### config.mk
export PLATFORM = sky130hd
export DESIGN_NAME = pca_timebase
export DESIGN_NICKNAME = d
export VERILOG_FILES = /design/src/rtl/pca_pkg.sv /design/src/rtl/pca_prescale.sv /design/src/rtl/pca_edge_sync.sv /design/src/rtl/pca_count.sv /design/src/rtl/pca_timebase.sv
export SDC_FILE = /design/constraint.sdc
export NUM_CORES = 1
export LEC_CHECK = 0
export BUFFER_PORTS_ARGS = -buffer_cell sky130_fd_sc_hd__buf_2
export CORE_MARGIN = 4
export CORE_UTILIZATION = 33
export DETAILED_ROUTE_END_ITERATION = 16
export REMOVE_ABC_BUFFERS = 1
export SLEW_MARGIN = 20
export SYNTH_ARGS = -nofsm -noshare
export SYNTH_HDL_FRONTEND = slang
export SYNTH_SLANG_ARGS = --single-unit
### constraint.sdc
create_clock -name clk -period 1.6 [get_ports clk]
set_clock_uncertainty 0.15 [all_clocks]
set_input_delay 0.08 -clock clk [delete_from_list [all_inputs] [get_ports clk]]
set_output_delay 0.08 -clock clk [all_outputs]
set_load 0.03 [all_outputs]
### src/rtl/pca_pkg.sv
package pca_pkg;
  localparam int CNT_W   = 16;
  localparam int NUM_MOD = 5;
  localparam int ADDR_W  = 2;

  localparam logic [ADDR_W-1:0] A_MODE = 2'd0;
  localparam logic [ADDR_W-1:0] A_CTRL = 2'd1;
  localparam logic [ADDR_W-1:0] A_CLO  = 2'd2;
  localparam logic [ADDR_W-1:0] A_CHI  = 2'd3;

  // mode register bit positions
  localparam int M_IDLE = 7;
  localparam int M_WDOG = 6;
  localparam int M_SRC  = 1;
  localparam int M_IEN  = 0;
  // control register bit positions
  localparam int C_OVF  = 7;
  localparam int C_RUN  = 6;

  typedef enum logic [1:0] {
    SRC_DIV12 = 2'b00,
    SRC_DIV4  = 2'b01,
    SRC_T0    = 2'b10,
    SRC_EXT   = 2'b11
  } src_e;
endpackage

### src/rtl/pca_prescale.sv
module pca_prescale #(
  parameter int DIV_SLOW = 12,
  parameter int DIV_FAST = 4
) (
  input  logic clk,
  input  logic rst_n,
  output logic slow_o,
  output logic fast_o
);
  localparam int SW = $clog2(DIV_SLOW);
  localparam int FW = (DIV_FAST > 2) ? $clog2(DIV_FAST) : 1;

  logic [SW-1:0] slow_q, slow_d;
  logic [FW-1:0] fast_q, fast_d;

  assign slow_o = (slow_q == SW'(DIV_SLOW - 1));
  assign fast_o = (fast_q == FW'(DIV_FAST - 1));

  always_comb begin
    slow_d = slow_o ? '0 : slow_q + 1'b1;
    fast_d = fast_o ? '0 : fast_q + 1'b1;
  end

  always_ff @(posedge clk or negedge rst_n) begin
    if (!rst_n) begin
      slow_q <= '0;
      fast_q <= '0;
    end else begin
      slow_q <= slow_d;
      fast_q <= fast_d;
    end
  end

  generate
    if (DIV_SLOW % DIV_FAST == 0) begin : g_align
      // both pulses share a phase, so every slow pulse is also a fast pulse
      assert_align_R3: assert property (@(posedge clk) disable iff (!rst_n)
        slow_o |-> fast_o);
    end
  endgenerate
  assert_slow_gap_R2: assert property (@(posedge clk) disable iff (!rst_n)
    slow_o |=> !slow_o);
endmodule

### src/rtl/pca_edge_sync.sv
module pca_edge_sync #(
  parameter int STAGES = 2
) (
  input  logic clk,
  input  logic rst_n,
  input  logic pin_i,
  output logic rise_o
);
  logic [STAGES:0] chain_q, chain_d;

  always_comb chain_d = {chain_q[STAGES-1:0], pin_i};

  always_ff @(posedge clk or negedge rst_n) begin
    if (!rst_n) chain_q <= '0;
    else        chain_q <= chain_d;
  end

  assign rise_o = chain_q[STAGES-1] & ~chain_q[STAGES];

  assert_rise_single_R5: assert property (@(posedge clk) disable iff (!rst_n)
    rise_o |=> !rise_o);
endmodule

### src/rtl/pca_count.sv
module pca_count #(
  parameter int W = 16
) (
  input  logic         clk,
  input  logic         rst_n,
  input  logic         en_i,
  input  logic         wr_lo_i,
  input  logic         wr_hi_i,
  input  logic [7:0]   wdata_i,
  output logic [W-1:0] count_o,
  output logic         wrap_o
);
  logic [W-1:0] cnt_q, cnt_d;
  logic         any_wr;

  assign any_wr  = wr_lo_i | wr_hi_i;
  assign wrap_o  = en_i & ~any_wr & (&cnt_q);
  assign count_o = cnt_q;

  always_comb begin
    cnt_d = cnt_q;
    if (wr_lo_i)     cnt_d[7:0]   = wdata_i;
    else if (wr_hi_i) cnt_d[W-1:8] = wdata_i[W-9:0];
    else if (en_i)   cnt_d = cnt_q + 1'b1;
  end

  always_ff @(posedge clk or negedge rst_n) begin
    if (!rst_n) cnt_q <= '0;
    else        cnt_q <= cnt_d;
  end

  assert_step_R6: assert property (@(posedge clk) disable iff (!rst_n)
    (en_i && !any_wr) |=> count_o == $past(count_o) + 1'b1);
  assert_hold_R6: assert property (@(posedge clk) disable iff (!rst_n)
    (!en_i && !any_wr) |=> $stable(count_o));
endmodule

### src/rtl/pca_timebase.sv
module pca_timebase
  import pca_pkg::*;
#(
  parameter int PRE_SLOW  = 12,
  parameter int PRE_FAST  = 4,
  parameter int SYNC_STG  = 2
) (
  input  logic               clk,
  input  logic               rst_n,
  input  logic               idle_i,
  input  logic               t0_ovf_i,
  input  logic               ext_clk_i,
  input  logic [NUM_MOD-1:0] mod_evt_i,
  input  logic               sfr_wr_i,
  input  logic [ADDR_W-1:0]  sfr_addr_i,
  input  logic [7:0]         sfr_wdata_i,
  output logic [7:0]         sfr_rdata_o,
  output logic [CNT_W-1:0]   count_o,
  output logic               irq_o,
  output logic               wdog_en_o
);
  // reset: asserted asynchronously, released on the clock
  logic rst_meta_q, rst_sn;
  always_ff @(posedge clk or negedge rst_n) begin
    if (!rst_n) begin
      rst_meta_q <= 1'b0;
      rst_sn     <= 1'b0;
    end else begin
      rst_meta_q <= 1'b1;
      rst_sn     <= rst_meta_q;
    end
  end

  // count pulse sources
  logic tick_slow, tick_fast, ext_rise;

  pca_prescale #(.DIV_SLOW(PRE_SLOW), .DIV_FAST(PRE_FAST)) u_pre (
    .clk(clk), .rst_n(rst_sn), .slow_o(tick_slow), .fast_o(tick_fast));

  pca_edge_sync #(.STAGES(SYNC_STG)) u_sync (
    .clk(clk), .rst_n(rst_sn), .pin_i(ext_clk_i), .rise_o(ext_rise));

  // register state
  logic               idle_gate_q, idle_gate_d;
  logic               wdog_q, wdog_d;
  src_e               src_q, src_d;
  logic               ien_q, ien_d;
  logic               ovf_q, ovf_d;
  logic               run_q, run_d;
  logic [NUM_MOD-1:0] evt_q, evt_d;

  logic wr_mode, wr_ctrl, wr_lo, wr_hi;
  assign wr_mode = sfr_wr_i && (sfr_addr_i == A_MODE);
  assign wr_ctrl = sfr_wr_i && (sfr_addr_i == A_CTRL);
  assign wr_lo   = sfr_wr_i && (sfr_addr_i == A_CLO);
  assign wr_hi   = sfr_wr_i && (sfr_addr_i == A_CHI);

  logic src_tick, cnt_en, wrap;

  always_comb begin
    unique case (src_q)
      SRC_DIV12: src_tick = tick_slow;
      SRC_DIV4:  src_tick = tick_fast;
      SRC_T0:    src_tick = t0_ovf_i;
      default:   src_tick = ext_rise;
    endcase
  end

  assign cnt_en = run_q & ~(idle_i & idle_gate_q) & src_tick;

  pca_count #(.W(CNT_W)) u_cnt (
    .clk(clk), .rst_n(rst_sn), .en_i(cnt_en), .wr_lo_i(wr_lo), .wr_hi_i(wr_hi),
    .wdata_i(sfr_wdata_i), .count_o(count_o), .wrap_o(wrap));

  // next state: software write first, hardware set on top
  always_comb begin
    idle_gate_d = idle_gate_q;
    wdog_d      = wdog_q;
    src_d       = src_q;
    ien_d       = ien_q;
    ovf_d       = ovf_q;
    run_d       = run_q;
    evt_d       = evt_q;
    if (wr_mode) begin
      idle_gate_d = sfr_wdata_i[M_IDLE];
      wdog_d      = sfr_wdata_i[M_WDOG];
      src_d       = src_e'(sfr_wdata_i[M_SRC+1:M_SRC]);
      ien_d       = sfr_wdata_i[M_IEN];
    end
    if (wr_ctrl) begin
      ovf_d = sfr_wdata_i[C_OVF];
      run_d = sfr_wdata_i[C_RUN];
      evt_d = sfr_wdata_i[NUM_MOD-1:0];
    end
    ovf_d = ovf_d | wrap;
    evt_d = evt_d | mod_evt_i;
  end

  always_ff @(posedge clk or negedge rst_sn) begin
    if (!rst_sn) begin
      idle_gate_q <= 1'b0;
      wdog_q      <= 1'b0;
      src_q       <= SRC_DIV12;
      ien_q       <= 1'b0;
      ovf_q       <= 1'b0;
      run_q       <= 1'b0;
      evt_q       <= '0;
    end else begin
      idle_gate_q <= idle_gate_d;
      wdog_q      <= wdog_d;
      src_q       <= src_d;
      ien_q       <= ien_d;
      ovf_q       <= ovf_d;
      run_q       <= run_d;
      evt_q       <= evt_d;
    end
  end

  // read port
  always_comb begin
    unique case (sfr_addr_i)
      A_MODE:  sfr_rdata_o = {idle_gate_q, wdog_q, 3'b000, src_q, ien_q};
      A_CTRL:  sfr_rdata_o = {ovf_q, run_q, {(6-NUM_MOD){1'b0}}, evt_q};
      A_CLO:   sfr_rdata_o = count_o[7:0];
      default: sfr_rdata_o = count_o[CNT_W-1:8];
    endcase
  end

  assign irq_o     = (ovf_q & ien_q) | (|evt_q);
  assign wdog_en_o = wdog_q;

  // checks
  assert_ovf_set_R8: assert property (@(posedge clk) disable iff (!rst_sn)
    wrap |=> ovf_q);
  assert_ovf_clear_R8: assert property (@(posedge clk) disable iff (!rst_sn)
    $fell(ovf_q) |-> $past(wr_ctrl && !sfr_wdata_i[C_OVF]));
  assert_idle_gate_R7: assert property (@(posedge clk) disable iff (!rst_sn)
    (idle_i && idle_gate_q && !wr_lo && !wr_hi) |=> $stable(count_o));
  generate
    for (genvar i = 0; i < NUM_MOD; i++) begin : g_evt_chk
      assert_evt_set_R9: assert property (@(posedge clk) disable iff (!rst_sn)
        mod_evt_i[i] |=> evt_q[i]);
      assert_evt_clear_R9: assert property (@(posedge clk) disable iff (!rst_sn)
        $fell(evt_q[i]) |-> $past(wr_ctrl && !sfr_wdata_i[i]));
      assert_evt_irq_R10: assert property (@(posedge clk) disable iff (!rst_sn)
        mod_evt_i[i] |=> irq_o);
    end
  endgenerate
endmodule

==> metrics <==
outcome finished with violations; failing checks negative setup slack; placed cell area 2620 um^2; #FFs+latches synth 39; vias per cell 5.24; Clock Tree Root clkbuf_8; via count 1976; vias in the first global route 1985; worst skew pair latency 0.29 ns; top cell type's share of synthesized area 46.7%; first-pass GRT wire length 10400 um; Final setup violation count 24; top cell type by total area after synthesis dfrtp_1; top_reg_cell synth dfrtp_1; P&R area growth vs syn 55.7%; CP startpoint src_q[1]; Reg clk slew, reported paths 0.08 ns; CTS max path bufs 2; share of layout cells above drive strength 1 46.7%; main combinational cell family by area after synthesis simple AND/OR/NAND/NOR gates; DR WL/cell 16.6 um; Leakage 1.42 nW; EDFF count, synth 0; PortBufs 46; Worst R2R End u_cnt.count_o[8]; DP HPWL 4310 um; starting density of the core 34.7%; Compound-Gate Fraction of Synth Area 9.29%; Worst VDD drop 0.482 mV; final hold violations 0; most common cell in the netlist dfrtp_1; Synth area leaders dfrtp_1 (47%), xnor2_1 (5.5%), mux4_2 (5.4%); fin area 3250 um^2; DRT Pass-1 Iters 4; synth cell count leaders dfrtp_1 (39), nand2_1 (25), o21ai_1 (14), xnor2_1 (13); antenna fix cells 0; row count 28; DRC violations left 0; Total Routed Length 6260 um; DR iter-0 viols 58; Worst EP arrival 1.89 ns; dpl cells 339; setup TNS -3.41 ns; Final Non-Filler Cells 377; io pins 47; Die X 87.6 um; Critical Path Sink Type flip-flop; simple-gate share of the synthesized area 20.9%; reg2reg path depth 5; RR Startpoint src_q[1]; synth unique cells 36; CTS tree done; Power Dens Cells 1140 nW/um^2; Setup WS pre-CTS -0.328 ns; Final #Nets 325; Slew Viols, Final 0; R2R Setup Slk -0.26 ns; Critical Path RT 1.64 ns; Clock H-tree levels 2; Achievable Freq 538 MHz; TritonCTS Buffers 5; CP peak stage delay 0.46 ns; initial antenna violation count 0; CP Class flip-flop to flip-flop; worst path buffer plus inverter count 0; post-synthesis mux area share 11.7%; Yosys warning count 0; Synth Cell Area 2090 um^2; post-layout util 54.0%; largest net degree at the start of global routing 38; Die H 87.6 um; die area 7670 um^2; Avg Inst Size Synth 10.7 um^2; CP Depth 5; Post-synth ARST share 100%; critical path peak fanout 5; RSZ-0062 raised after global routing true; period utilisation layout 116%; CP max-delay cell dfrtp_2; shortest period the worst path allows 1.86 ns; CTS sink count 39; antenna viol nets, final 0; GPL Wtd Cong 0.811; final worst slack -0.258 ns; grt total ovfl 0; Core ar. 6030 um^2; Maximum Capacitance Violations 0; XOR/XNOR Fraction of Synth Area 6.29%; cell family with most CP delay simple AND/OR/NAND/NOR gates; sequential-to-total area share from yosys stat 46.7%; Synth Area in Adders 1.80%; Hold Crit Class flip-flop to asynchronous set/reset pin; Tot GR Track Use 17.6%; CP cell instances nand4bb_4 > a211o_4 > nor4b_4 > xnor2_1 > o21ai_1; crit path capture u_cnt.count_o[8]; Post-Syn Instances 196; Critical Path Source Type flip-flop
-- repair_timing --
item / CTS / global route
endpoints found under the setup margin: 24 / 25
setup buffers: 8 / 6
resized for setup: 45 / 15
endpoints found under the hold margin: 30 / 0
pin swaps: 11 / 9
hold buffers: 16 / 0
-- through the flow --
stage	power [mW]	hold WS [ns]
floorplan	2.02	-0.366
global placement	2.60	-0.285
detailed placement	2.61	-0.281
CTS	3.60	0.181
global route	3.90	0.211
finish	3.70	0.157
-- worst register-to-register path, stage by stage (launching register included) --
cell,delay (ns)
dfrtp_2,0.46
nand4bb_4,0.25
a211o_4,0.43
nor4b_4,0.25
xnor2_1,0.15
o21ai_1,0.07
-- power breakdown --
part	internal (mW)	leakage [nW]	total [mW]	switching, mW
registers	1.13	0.469	1.28	0.144
clock network	0.394	0.0515	0.738	0.345
logic	0.779	0.901	1.69	0.909
-- logic make-up after synthesis --
logic type,count (synthesis)
adder cells (fa/ha/maj),3
XOR/XNOR,15
AND/OR/NAND/NOR,75
buffers and inverters,16
other,1
AO/OA/AOI/OAI,30
multiplexers,17
flip-flops,39
-- how the worst min path moves through the flow --
stage                   endpoint  cells past startpoint         startpoint  slack [ns]
3_3_place_gp              rst_sn                      1              rst_n       -0.29
4_1_cts        u_cnt.count_o[14]                      1             rst_sn        0.18
6_report                   run_q                      1             rst_sn        0.16
5_1_grt        u_sync.chain_q[1]                      0  u_sync.chain_q[0]        0.21
3_5_place_dp          rst_meta_q                      1              rst_n       -0.28
2_1_floorplan         rst_meta_q                      0              rst_n       -0.37
-- final cells by class --
| class | count | area, um^2 |
|---|---|---|
| inverter | 7 | 26.3 |
| tap | 75 | 93.8 |
| sequential | 39 | 977 |
| timing repair buffer | 107 | 826 |
| clock buffer | 8 | 100 |
| multi-input combinational | 141 | 1230 |
| fill | 555 | 2770 |
-- sequential cells by signal, indices dropped and copies added (netlist names) --
register	flops
u_sync.chain_q	3
u_cnt.count_o	16
evt_q	5
ovf_q	1
rst_sn	1
u_pre.fast_q	2
u_pre.slow_q	4
src_q	2
rst_meta_q	1
wdog_en_o	1
run_q	1
ien_q	1
idle_gate_q	1
-- layer usage --
layer,track usage [%],up-vias,part of all wire [%]
met3,3.48,10,6.4
met1,23.9,991,44
li1,-,914,-
met2,28.6,61,48
met4,5.02,0,1.7
met5,0,-,0
-- layout by cell type, fill, tap and decap left out, drive strengths merged, types with 2 or more instances in the layout --
cell type    count
a211o            7
ha               3
nor3             8
mux2i            3
and3             5
dlygate4sd3     16
mux4             5
nor2             9
inv              7
a22o             2
nand2           25
nand4            2
mux2             9
dfrtp           39
nand3b           2
xor2             2
a21oi            2
nor2b            2
xnor2           13
clkbuf           8
nor4b            2
o21ai           15
nor4             8
buf             91
nand3            9
Note: power is estimated with default switching activity, not from simulation.
